==> src/rtl/drt_pkg.sv <==
package drt_pkg;
    typedef enum logic [1:0] {
        ST_HALT  = 2'd0,
        ST_WIDE  = 2'd1,
        ST_SPLIT = 2'd2
    } tmr_state_e;

    typedef enum logic [1:0] {
        SRC_SYS = 2'd0,
        SRC_DIV = 2'd1,
        SRC_EXT = 2'd2,
        SRC_ALT = 2'd3
    } tick_src_e;

    localparam int BYTE_W = 8;
    localparam int CNT_W  = 2 * BYTE_W;
    localparam int ADR_W  = 3;

    localparam logic [ADR_W-1:0] A_CTRL  = 3'd0;
    localparam logic [ADR_W-1:0] A_CNT_L = 3'd1;
    localparam logic [ADR_W-1:0] A_CNT_H = 3'd2;
    localparam logic [ADR_W-1:0] A_RLD_L = 3'd3;
    localparam logic [ADR_W-1:0] A_RLD_H = 3'd4;
    localparam logic [ADR_W-1:0] A_FLAGS = 3'd5;
endpackage

==> src/rtl/drt_tick_gen.sv <==
module drt_tick_gen
    import drt_pkg::*;
#(
    parameter int SYS_DIV     = 12,
    parameter int EXT_DIV     = 8,
    parameter int SYNC_STAGES = 2
) (
    input  logic      clk,
    input  logic      rst_n,
    input  tick_src_e src,
    input  logic      ext_osc,
    output logic      tick
);
    localparam int PW = (SYS_DIV > 1) ? $clog2(SYS_DIV) : 1;
    localparam int EW = (EXT_DIV > 1) ? $clog2(EXT_DIV) : 1;

    logic [PW-1:0]          presc_q;
    logic [EW-1:0]          ext_cnt_q;
    logic [SYNC_STAGES-1:0] sync_q;
    logic                   last_q;
    logic                   presc_hit;
    logic                   ext_rise;

    assign presc_hit = (presc_q == PW'(SYS_DIV - 1));
    assign ext_rise  = sync_q[SYNC_STAGES-1] & ~last_q;

    always_ff @(posedge clk or negedge rst_n) begin
        if (!rst_n) begin
            presc_q <= '0;
        end else if (presc_hit) begin
            presc_q <= '0;
        end else begin
            presc_q <= presc_q + PW'(1);
        end
    end

    always_ff @(posedge clk or negedge rst_n) begin
        if (!rst_n) begin
            sync_q    <= '0;
            last_q    <= 1'b0;
            ext_cnt_q <= '0;
        end else begin
            sync_q <= {sync_q[SYNC_STAGES-2:0], ext_osc};
            last_q <= sync_q[SYNC_STAGES-1];
            if (ext_rise) begin
                if (ext_cnt_q == EW'(EXT_DIV - 1)) begin
                    ext_cnt_q <= '0;
                end else begin
                    ext_cnt_q <= ext_cnt_q + EW'(1);
                end
            end
        end
    end

    always_comb begin
        unique case (src)
            SRC_DIV: tick = presc_hit;
            SRC_EXT: tick = ext_rise && (ext_cnt_q == EW'(EXT_DIV - 1));
            default: tick = 1'b1;
        endcase
    end
endmodule

==> src/rtl/drt_count_core.sv <==
module drt_count_core
    import drt_pkg::*;
(
    input  logic              clk,
    input  logic              rst_n,
    input  tmr_state_e        state,
    input  logic              tick,
    input  logic              wr_lo,
    input  logic              wr_hi,
    input  logic [BYTE_W-1:0] wr_data,
    input  logic [CNT_W-1:0]  rld,
    input  logic              lo_en,
    output logic [CNT_W-1:0]  cnt,
    output logic              set_lo,
    output logic              set_hi,
    output logic              ovf_pulse
);
    logic [CNT_W-1:0] cnt_q, cnt_d;
    logic             step, lo_top, hi_top, ovf_q;

    assign lo_top = (cnt_q[BYTE_W-1:0] == '1);
    assign hi_top = (cnt_q[CNT_W-1:BYTE_W] == '1);
    assign step   = tick && (state != ST_HALT) && !(wr_lo || wr_hi);

    always_comb begin
        cnt_d  = cnt_q;
        set_lo = 1'b0;
        set_hi = 1'b0;
        unique case (state)
            ST_WIDE: begin
                if (step) begin
                    if (lo_top && hi_top) begin
                        cnt_d  = rld;
                        set_hi = 1'b1;
                    end else begin
                        cnt_d = cnt_q + CNT_W'(1);
                    end
                    set_lo = lo_top & lo_en;
                end
            end
            ST_SPLIT: begin
                if (step) begin
                    cnt_d[BYTE_W-1:0] = lo_top ? rld[BYTE_W-1:0]
                                               : cnt_q[BYTE_W-1:0] + BYTE_W'(1);
                    cnt_d[CNT_W-1:BYTE_W] = hi_top ? rld[CNT_W-1:BYTE_W]
                                                   : cnt_q[CNT_W-1:BYTE_W] + BYTE_W'(1);
                    set_lo = lo_top;
                    set_hi = hi_top;
                end
            end
            default: ;
        endcase
        if (wr_lo) cnt_d[BYTE_W-1:0]     = wr_data;
        if (wr_hi) cnt_d[CNT_W-1:BYTE_W] = wr_data;
    end

    always_ff @(posedge clk or negedge rst_n) begin
        if (!rst_n) begin
            cnt_q <= '0;
            ovf_q <= 1'b0;
        end else begin
            cnt_q <= cnt_d;
            ovf_q <= set_hi;
        end
    end

    assign cnt       = cnt_q;
    assign ovf_pulse = ovf_q;
endmodule

==> src/rtl/dual_reload_timer.sv <==
module dual_reload_timer
    import drt_pkg::*;
#(
    parameter int SYS_DIV     = 12,
    parameter int EXT_DIV     = 8,
    parameter int SYNC_STAGES = 2
) (
    input  logic        clk,
    input  logic        rst_n,
    input  logic        wr_en,
    input  logic [2:0]  wr_addr,
    input  logic [7:0]  wr_data,
    input  logic        ext_osc,
    output logic [15:0] count_o,
    output logic        flag_hi,
    output logic        flag_lo,
    output logic        irq,
    output logic        ovf_pulse
);
    tmr_state_e       state_q, state_d;
    tick_src_e        src_q;
    logic             run_q, split_q, irq_en_q, lo_en_q;
    logic [CNT_W-1:0] rld_q;
    logic             tick_w, set_lo_w, set_hi_w;
    logic             fl_hi_q, fl_lo_q;
    logic             wr_ctrl, wr_flags;

    assign wr_ctrl  = wr_en && (wr_addr == A_CTRL);
    assign wr_flags = wr_en && (wr_addr == A_FLAGS);

    // Control and reload registers
    always_ff @(posedge clk or negedge rst_n) begin
        if (!rst_n) begin
            run_q    <= 1'b0;
            split_q  <= 1'b0;
            irq_en_q <= 1'b0;
            lo_en_q  <= 1'b0;
            src_q    <= SRC_SYS;
            rld_q    <= '0;
        end else if (wr_en) begin
            if (wr_ctrl) begin
                run_q    <= wr_data[0];
                split_q  <= wr_data[1];
                irq_en_q <= wr_data[2];
                lo_en_q  <= wr_data[3];
                src_q    <= tick_src_e'(wr_data[5:4]);
            end
            if (wr_addr == A_RLD_L) rld_q[BYTE_W-1:0]     <= wr_data;
            if (wr_addr == A_RLD_H) rld_q[CNT_W-1:BYTE_W] <= wr_data;
        end
    end

    // Mode state machine: next state
    always_comb begin
        unique case ({run_q, split_q})
            2'b10:   state_d = ST_WIDE;
            2'b11:   state_d = ST_SPLIT;
            default: state_d = ST_HALT;
        endcase
    end

    // Mode state machine: state register
    always_ff @(posedge clk or negedge rst_n) begin
        if (!rst_n) state_q <= ST_HALT;
        else        state_q <= state_d;
    end

    drt_tick_gen #(
        .SYS_DIV    (SYS_DIV),
        .EXT_DIV    (EXT_DIV),
        .SYNC_STAGES(SYNC_STAGES)
    ) u_tick (
        .clk    (clk),
        .rst_n  (rst_n),
        .src    (src_q),
        .ext_osc(ext_osc),
        .tick   (tick_w)
    );

    drt_count_core u_core (
        .clk      (clk),
        .rst_n    (rst_n),
        .state    (state_q),
        .tick     (tick_w),
        .wr_lo    (wr_en && (wr_addr == A_CNT_L)),
        .wr_hi    (wr_en && (wr_addr == A_CNT_H)),
        .wr_data  (wr_data),
        .rld      (rld_q),
        .lo_en    (lo_en_q),
        .cnt      (count_o),
        .set_lo   (set_lo_w),
        .set_hi   (set_hi_w),
        .ovf_pulse(ovf_pulse)
    );

    // Sticky flags; a hardware set wins over a software write
    always_ff @(posedge clk or negedge rst_n) begin
        if (!rst_n) begin
            fl_hi_q <= 1'b0;
            fl_lo_q <= 1'b0;
        end else begin
            fl_hi_q <= (wr_flags ? wr_data[1] : fl_hi_q) | set_hi_w;
            fl_lo_q <= (wr_flags ? wr_data[0] : fl_lo_q) | set_lo_w;
        end
    end

    // Outputs
    always_comb begin
        flag_hi = fl_hi_q;
        flag_lo = fl_lo_q;
        irq     = irq_en_q && (fl_hi_q || (lo_en_q && fl_lo_q));
    end
endmodule

==> config.mk <==
export PLATFORM = sky130hd
export DESIGN_NAME = dual_reload_timer
export DESIGN_NICKNAME = d
export VERILOG_FILES = /design/src/rtl/drt_pkg.sv /design/src/rtl/drt_tick_gen.sv /design/src/rtl/drt_count_core.sv /design/src/rtl/dual_reload_timer.sv
export SDC_FILE = /design/constraint.sdc
export NUM_CORES = 1
export LEC_CHECK = 0
export BUFFER_PORTS_ARGS = -buffer_cell sky130_fd_sc_hd__clkbuf_2
export CORE_ASPECT_RATIO = 1.5
export CORE_MARGIN = 4
export CORE_UTILIZATION = 50
export CTS_CLUSTER_SIZE = 12
export DETAILED_ROUTE_END_ITERATION = 8
export PLACE_DENSITY = 0.7
export SYNTH_ARGS = -nofsm -noshare
export SYNTH_HDL_FRONTEND = slang
export SYNTH_HIERARCHICAL = 1
export SYNTH_SLANG_ARGS = --single-unit
==> constraint.sdc <==
create_clock -name clk -period 2.4 [get_ports clk]
set_input_delay 0.24 -clock clk [delete_from_list [all_inputs] [get_ports clk]]
set_output_delay 0.24 -clock clk [all_outputs]
set_load 0.05 [all_outputs]
Yosys cells after proc, flatten, opt, wreduce, memory -nomap -nowiden
Cells that the tools add are included.

word-level totals
  flip-flop bits (word level) = 53
  output and inout bits = 20
  word-level logic and storage cells = 89

cells by class
  bitwise operators = 5
  reduce and logical (&&, ||, !) cells = 22
  multiplexer cells = 21
  equal/unequal tests = 19
  add/subtract/negate cells = 5

operators with widths
  operator                 number
  $mux W16                 3
  $mux W8                  4
  $pmux W16 S2             1
  $add A16 B1 Y16 const B  1
  $add A8 B1 Y8 const B    2
  $eq A8 B8 Y1 const B     2
  $ne A3 B1 Y1 const B     4
  $logic_and A1 B1 Y1      10
  $eq A3 B3 Y1 const B     3
  $eq A2 B2 Y1 const B     4
  $mux W1                  7
  $eq A3 B2 Y1 const B     2
  $pmux W1 S2              3
  $reduce_and A2 Y1        3
  $reduce_and A3 Y1        2
  $reduce_bool A3 Y1       2
  $add A4 B1 Y4 const B    1
  $eq A2 B1 Y1 const B     2
  $eq A4 B4 Y1 const B     1
  $mux W4                  1
  $pmux W2 S2              1
  $add A3 B1 Y3 const B    1
  $eq A3 B1 Y1 const B     1
  $logic_not A3 Y1         1
  other kinds (7)          10

Longest topological paths before layout
Gate-level depths: netlist of the first run.

  depth after elaboration = 9
  mapped depth = 10
  depth with buffers taken out = 9

Modules after synthesis
The synthesis of the first run kept the hierarchy.

by module, submodules not included
  module             instances  cells an instance  area each (sq um)  seq. area each (sq um)
  drt_count_core     1          179                1478.9             425.4
  dual_reload_timer  1          65                 1086.0             650.6
  drt_tick_gen       1          34                 447.9              250.2

Worst setup path after synthesis of the first run
No wires, ideal clock.

  kind = reg-to-reg
  start = register u_core.cnt_q[8] (netlist: u_core/cnt[8])
  end = register u_core.cnt_q[5] (netlist: u_core/cnt[5])
  library setup time = 0.104 ns
  stages on the path, launching flop included = 9
  arrival time = 2.092 ns
  path buffers = 2
  clock period less this slack = 2.196 ns
  slack = 0.204 ns
  cell sequence = dfrtp_1 > ha_1 > clkbuf_1 > nand4_1 > nor2b_1 > buf_2 > o21a_2 > a21oi_1 > o41ai_2

on the way
  word-level cells in the longest chain between the ends = 6

RTL lines
  what                    line                  source
  from (decl)             drt_count_core.sv:18  logic [CNT_W-1:0] cnt_q, cnt_d;
  from (signal assigned)  drt_count_core.sv:62  cnt_q <= cnt_d;
  $eq A8 B8 Y1            drt_count_core.sv:22  assign hi_top = (cnt_q[CNT_W-1:BYTE_W] == '1);
  $logic_and A1 B1 Y1     drt_count_core.sv:32  if (lo_top && hi_top) begin
  $mux W16                drt_count_core.sv:32
  $mux W16                drt_count_core.sv:31  if (step) begin
  $pmux W16 S2            drt_count_core.sv:29  unique case (state)
  $mux W8                 drt_count_core.sv:53  if (wr_lo) cnt_d[BYTE_W-1:0] = wr_data;

Every way passes these cells. The select of a mux whose other input is x is not followed.
A chain may end at the register's enable or synchronous reset.

Worst setup path after layout of the first run
  start = register u_tick.presc_q[0]
  end = register u_core.cnt_q[12] (netlist: u_core/cnt[12])

on the way
  word-level cells in the longest chain between the ends = 6
  elaborated cells between the ends (all ways) = 7

RTL lines
  what                                  line                     source
  from (decl)                           drt_tick_gen.sv:17       logic [PW-1:0] presc_q;
  from (signal assigned)                drt_tick_gen.sv:33       presc_q <= presc_q + PW'(1);
  $eq A4 B4 Y1 *                        drt_tick_gen.sv:24       assign presc_hit = (presc_q == PW'(SYS_DIV - 1));
  $pmux W1 S2 *                         drt_tick_gen.sv:56       unique case (src)
  via tick_w                            dual_reload_timer.sv:24  logic tick_w, set_lo_w, set_hi_w;
  $logic_and A1 B1 Y1 * (2 in a row)    drt_count_core.sv:23     assign step = tick && (state != ST_HALT) && !(wr_lo || wr_hi);
  $ne A3 B1 Y1 (no source line)         -
  $reduce_and A3 Y1 (no source line) *  -

The timed path passes the listed nets; every way through them passes the cells marked *.

==> results of run 1 <==
[cells in the mapped netlist (all sizes together) (2+ instances only)]
master / count
and3: 4
nand3: 11
nor2b: 5
o221ai: 6
clkbuf: 5
dfrtp: 53
xor2: 3
mux2i: 8
a31oi: 3
nor4b: 2
buf: 7
o21ai: 8
mux2: 25
nor3: 9
nand4: 5
and4bb: 3
o2111ai: 3
nand2b: 2
nor4: 2
and2: 2
ha: 10
nand4b: 2
xnor2: 5
nor2: 15
o31ai: 5
nand2: 27
o21a: 2
inv: 10
and4b: 2
o211ai: 2
a21oi: 12
[through the flow]
step / cells / total power, µW / hold slack (ns) / cell area, µm² / utilization (%)
floorplan: 278 / 2436 / -0.05559 / 3013 / -
global placement: 385 / 2831 / 0.1207 / 3308 / 56.76
detailed placement: 385 / 2872 / 0.1216 / 3308 / 56.76
CTS: 394 / 3383 / 0.02090 / 3406 / 58.44
global route: 394 / 3592 / 0.009313 / 3410 / 58.50
finish: 394 / 3375 / 0.03230 / 3410 / 58.50
[per-layer routing]
metal | vias up | share of wire (%)
met5 | - | 0
met2 | 55 | 53
met1 | 1172 | 42
met4 | 0 | 1.4
met3 | 8 | 3.0
li1 | 1113 | -
[sequential cells by signal, indices dropped and copies added (netlist names)]
register,flops
irq_en_q,1
u_core/ovf_pulse,1
u_tick/sync_q,2
run_q,1
u_tick/ext_cnt_q,3
u_core/cnt,16
lo_en_q,1
flag_hi,1
u_tick/presc_q,4
u_tick/last_q,1
state_q,2
src_q,2
flag_lo,1
split_q,1
rld_q,16
[where the power goes]
group / switching [µW] / total (µW) / internal (µW) / leakage [µW]
registers: 272 / 1400 / 1130 / 0.000650
clock network: 304 / 510 / 206 / 0.0000374
logic: 935 / 1470 / 532 / 0.000805
[worst max-delay path: stages, from the launching register on]
cell and delay (ns):
dfrtp_1 0.40, ha_2 0.23, and4b_1 0.21, a311o_1 0.12, nor4b_4 0.28, o21ai_1 0.17, buf_4 0.21, or4_1 0.49
nand3_1 0.11
[final timing paths]
kind                                                    end  slack [ns]
worst max register to register   u_core/cnt[12]$_DFFE_PN0P_        0.14
min in group asynchronous       u_tick/presc_q[3]$_DFF_PN0_        0.32
max in group asynchronous         u_core/cnt[4]$_DFFE_PN0P_        1.49
worst max-delay path             u_core/cnt[12]$_DFFE_PN0P_        0.14
worst min register to register   u_tick/sync_q[1]$_DFF_PN0_        0.36
worst min-delay path             u_tick/sync_q[0]$_DFF_PN0_        0.03
[repair_timing]
action / in CTS / in global routing
endpoints found under the hold margin: 9 / 0
setup endpoints to repair: 0 / 2
hold buffers: 1 / 0
resized for setup: 0 / 3
[area by class of cell]
type / count / area share [%]
timing repair buffer: 48 / 8.147
multi-input combinational: 203 / 46.64
clock inverter: 2 / 0.4404
tap: 72 / 2.642
sequential: 53 / 38.90
inverter: 10 / 1.101
clock buffer: 6 / 2.128
[cell families (layout without fill, tap and decap cells)]
logic type	count (synthesis)	in the layout	share of synthesized area, %
AOI/OAI and AO/OA	54	54	13.17
xor gates and xnor gates	8	8	2.326
adders and majority gates	10	10	4.153
buffers and inverters	22	66	3.322
DFF	53	53	44.02
muxes	33	33	13.00
and+or+nand+nor	98	98	20.02
==> out/results.txt, run 1 <==
Tightest Pin Transition = 0.5989 ns
Core Rows = 34
Status = completed
Clk buf depth = 2
WL/cell = 17.91 µm
H-tree levels = 2
Layout cells sized above 1 = 27.95%
Flops & latches, synth = 53
R2R cell count = 8
Sequential standard cell area = 1326 µm²
Yosys warning count = 6
Pwr dens = 989.7 nW/µm²
Met3 Use GR = 2.732%
Syn_nets = 303
CP required = 2.65 ns
Final setup vio count = 0
Routed Antenna Nets = 0
Mapped Area = 3013 µm²
GRT busiest layer = met2
Post-synth top area share = 44.02%
# diodes = 0
Initial DRT Pass Iterations = 4
CP Max Fanout = 11
First-pass GRT wire length = 11720 µm
P_leak = 0.001492 µW
Clk sink count = 53
Vias per cell = 5.959
Post-CTS setup buffers = 0
Layout area overhead = 13.16%
Largest net degree at the start of global routing = 24
CTS Root Cell = clkbuf_8
Via count = 2348
Post-synthesis sequential area ratio = 44.02%
Crit start category = flop
Hold path start = ext_osc
Setup_tns = 0 ns
Multi-input logic area = 1590 µm²
Post-synth EDFFs = 0
Synth area leaders = dfrtp_1 (44%), mux2_2 (5.2%), ha_1 (4.2%)
FF-to-FF Start = u_tick/presc_q[0]$_DFF_PN0_
Count of cell types in the netlist = 62
Min-Delay Path Class = primary input to flop
Inserted Clock Buffers = 5
Worst Path Arrival = 2.51 ns
GRT Util Overall = 20.43%
Hold Fails Final Rpt = 0
Most common cell after layout, fill and taps aside = dfrtp_1
Met2 Use GR = 37.04%
GRT overflow = 0
Mean area per synthesized cell = 10.84 µm²
Filler cells = 493
Die area = 7357 µm²
Total Wirelength = 7057 µm
Die height = 103.1 µm
RSZ-0062 raised after global routing = no
Met1 usage = 24.83%
VDD IR max = 0.8016 mV
Highest clock rate = 441.8 MHz
Synth Flop Type = dfrtp_1
Critical path type = flop to flop
Final period util = 94.31%
Period minus WS final = 2.263 ns
Residual DRC = 0
Gp weighted congestion = 0.9369
Largest area contributor in the netlist = dfrtp_1
Placeable Area = 5828 µm²
Fin nets = 346
Pins Over Slew Limit = 0
Synth async-reset ratio = 100.0%
Hold-critical path depth = 1
CTS tree = done
Die X = 71.38 µm
CP startpoint = u_tick/presc_q[0]$_DFF_PN0_
I/O pin total = 35
Most frequent cells in the layout = dfrtp_1 (53), clkbuf_2 (34), nand2_1 (27)
Setup slack after layout = 0.1366 ns
Relative slew slack = 60.08%
Vias in the first global route = 2355
Initial DRC count = 190
Gate Count Post-Synth = 278
Maxcap violations = 0
Initial antenna violation count = 0
CP Capture Type = flop
Clk_lat worst skew = 0.31 ns
Placement Setup Slack = 0.1663 ns
Post-route clock skew = 0.007043 ns
Detail Placement HPWL = 5311 µm
Clock slew at reported path FFs = 0.10 ns
Starting Density = 51.70%
Buffers on Ports = 34
No activity file was read; power rests on OpenSTA's default activity.
==> run 2: changes to the inputs <==
--- a/config.mk
+++ b/config.mk
@@ -5,13 +5,13 @@
 export SDC_FILE = /design/constraint.sdc
 export NUM_CORES = 1
 export LEC_CHECK = 0
+export ABC_AREA = 1
 export BUFFER_PORTS_ARGS = -buffer_cell sky130_fd_sc_hd__clkbuf_2
 export CORE_ASPECT_RATIO = 1.5
-export CORE_MARGIN = 4
-export CORE_UTILIZATION = 50
+export CORE_MARGIN = 3
+export CORE_UTILIZATION = 35
 export CTS_CLUSTER_SIZE = 12
 export DETAILED_ROUTE_END_ITERATION = 8
-export PLACE_DENSITY = 0.7
 export SYNTH_ARGS = -nofsm -noshare
 export SYNTH_HDL_FRONTEND = slang
 export SYNTH_HIERARCHICAL = 1
==> out/results.txt, run 2 <==
Post-synth top area share = 38.77%
Final period util = 82.08%
Initial DRT Pass Iterations = 5
Synth async-reset ratio = 100.0%
Die X = 86.72 µm
Layout cells sized above 1 = 18.57%
FF-to-FF Start = u_tick/ext_cnt_q[0]$_DFFE_PN0N_
Pins Over Slew Limit = 0
Buffers on Ports = 34
Status = completed
Hold path start = ext_osc
Initial DRC count = 260
Synth Flop Type = dfrtp_1
Post-CTS setup buffers = 0
Residual DRC = 0
Top cells by count, synth = nand2_1 (165), inv_1 (71), dfrtp_1 (53), nand3_1 (50), nor2_1 (23)
GRT overflow = 0
Critical Path, Cell by Cell = ha_1 > ha_1 > nand2_1 > inv_1 > nand2_1 > nand3_1 > nand4_1 > inv_1 > nand2_2 > inv_2 > o211ai_1 > nand2_1
Starting Density = 36.33%
Count of cell types in the netlist = 33
Post-synth EDFFs = 0
Core Rows = 43
Sequential standard cell area = 1326 µm²
Min-Delay Path Class = primary input to flop
Clk sink count = 53
Largest net degree at the start of global routing = 23
Placement Cell Area = 3722 µm²
Filler cells = 997
Synth area leaders = dfrtp_1 (39%), nand2_1 (18%), inv_1 (7.8%)
Clk_lat worst skew = 0.30 ns
Mean area per synthesized cell = 7.202 µm²
Design area = 3882 µm²
Clk buf depth = 2
CP startpoint = u_tick/ext_cnt_q[0]$_DFFE_PN0N_
Setup_tns = 0 ns
Fin nets = 541
Inserted Clock Buffers = 5
Most common cell after layout, fill and taps aside = nand2_1
Highest clock rate = 507.6 MHz
Slowest-stage cell, CP = dfrtp_1
Total Wirelength = 9265 µm
Placeable Area = 9415 µm²
CTS Root Cell = clkbuf_16
Layout area overhead = 13.50%
Most frequent CP cell = nand2_1
H-tree levels = 2
Die height = 127.1 µm
Routed Antenna Nets = 0
WL/cell = 14.73 µm
CP Max Fanout = 5
GRT Util Overall = 17.90%
P_leak = 0.002143 µW
Yosys warning count = 6
CP required = 2.59 ns
Slowest stage delay, CP = 0.40 ns
Vias in the first global route = 2988
Most frequent cells in the layout = nand2_1 (165), inv_1 (71), dfrtp_1 (53)
Post-synthesis sequential area ratio = 38.77%
Detail Placement HPWL = 7302 µm
Initial antenna violation count = 0
Minimum hold slack = 0.04434 ns
Placement Setup Slack = 0.3451 ns
Mapped Area = 3421 µm²
Gate Count Post-Synth = 475
Gp weighted congestion = 0.8597
Vias per cell = 5.003
Critical path type = flop to flop
Relative slew slack = 73.63%
Worst Path Arrival = 2.16 ns
Clock slew at reported path FFs = 0.07 ns
Pwr dens = 908.6 nW/µm²
I/O pin total = 35
Count leader, synth = nand2_1
First-pass GRT wire length = 15350 µm
Multi-input logic area = 1743 µm²
Hold Fails Final Rpt = 0
Tightest Pin Transition = 0.3919 ns
VDD IR max = 0.4465 mV
Final setup vio count = 0
Setup slack after layout = 0.4300 ns
Period minus WS final = 1.970 ns
Largest area contributor in the netlist = dfrtp_1
Die area = 11020 µm²
Flops & latches, synth = 53
Crit start category = flop
Syn_nets = 500
# diodes = 0
Maxcap violations = 0
CP Capture Type = flop
Post-route clock skew = 0.008386 ns
Via count = 3147
RSZ-0062 raised after global routing = no
CTS tree = done
==> run 2: per-stage QoR <==
stage | utilization [%] | power, µW | cells
3_5_place_dp | 39.53 | 2804 | 620
5_1_grt | 41.24 | 3772 | 629
4_1_cts | 41.24 | 3563 | 629
3_3_place_gp | 39.53 | 2799 | 620
6_report | 41.24 | 3527 | 629
2_1_floorplan | - | 2371 | 475
==> run 2: where the power goes <==
group | total (µW) | switching (µW) | internal (µW)
clock network | 741 | 348 | 393
logic | 1420 | 995 | 421
registers | 1370 | 272 | 1100
total | 3530 | 1610 | 1910
==> run 2: cells by family after synthesis <==
family	share of synthesized area [%]
AO/OA/AOI/OAI	7.498
XOR/XNOR	1.280
adder cells (fa/ha/maj)	3.658
buffers and inverters	10.28
flip-flops	38.77
AND/OR/NAND/NOR	38.51
==> run 2: layout make-up <==
class                           instances  share of cell area [%]
Clock buffer                            5                   3.223
Clock inverter                          3                  0.6445
Inverter                               79                   7.670
Multi-Input combinational cell        336                   44.89
Sequential cell                        53                   34.16
Tap cell                              112                   3.609
Timing Repair Buffer                   41                   5.801
==> run 2: worst max-delay path, delay by kind of cell, from the launching register on <==
family | cells | cell delay [ns]
buf+inv | 3 | 0.22
fa+ha+maj | 2 | 0.41
compound gates | 1 | 0.17
simple gates | 6 | 0.67
flops | 1 | 0.40
==> run 2: repair_timing <==
item	4_1_cts	5_1_grt
hold endpoints to repair	11	0
hold buffers	1	0
resized for setup	0	0
==> run 2: metal layers <==
layer	track usage [%]	up-vias	part of all wire, %
li1	-	1583	-
met1	22.01	1480	42
met2	31.29	66	51
met3	2.129	18	3.6
met4	7.339	0	3.5
met5	0	-	0
==> run 2: worst paths after layout <==
check                                        endpoint  slack (ns)  cells past startpoint
max                         u_core/cnt[8]$_DFFE_PN0P_        0.43                     12
min                        u_tick/sync_q[0]$_DFF_PN0_        0.04                      1
max reg2reg                 u_core/cnt[8]$_DFFE_PN0P_        0.43                     12
min reg2reg                u_tick/sync_q[1]$_DFF_PN0_        0.35                      0
max in group asynchronous   u_core/cnt[7]$_DFFE_PN0P_        1.43                      3
min in group asynchronous  u_core/ovf_pulse$_DFF_PN0_        0.36                      2
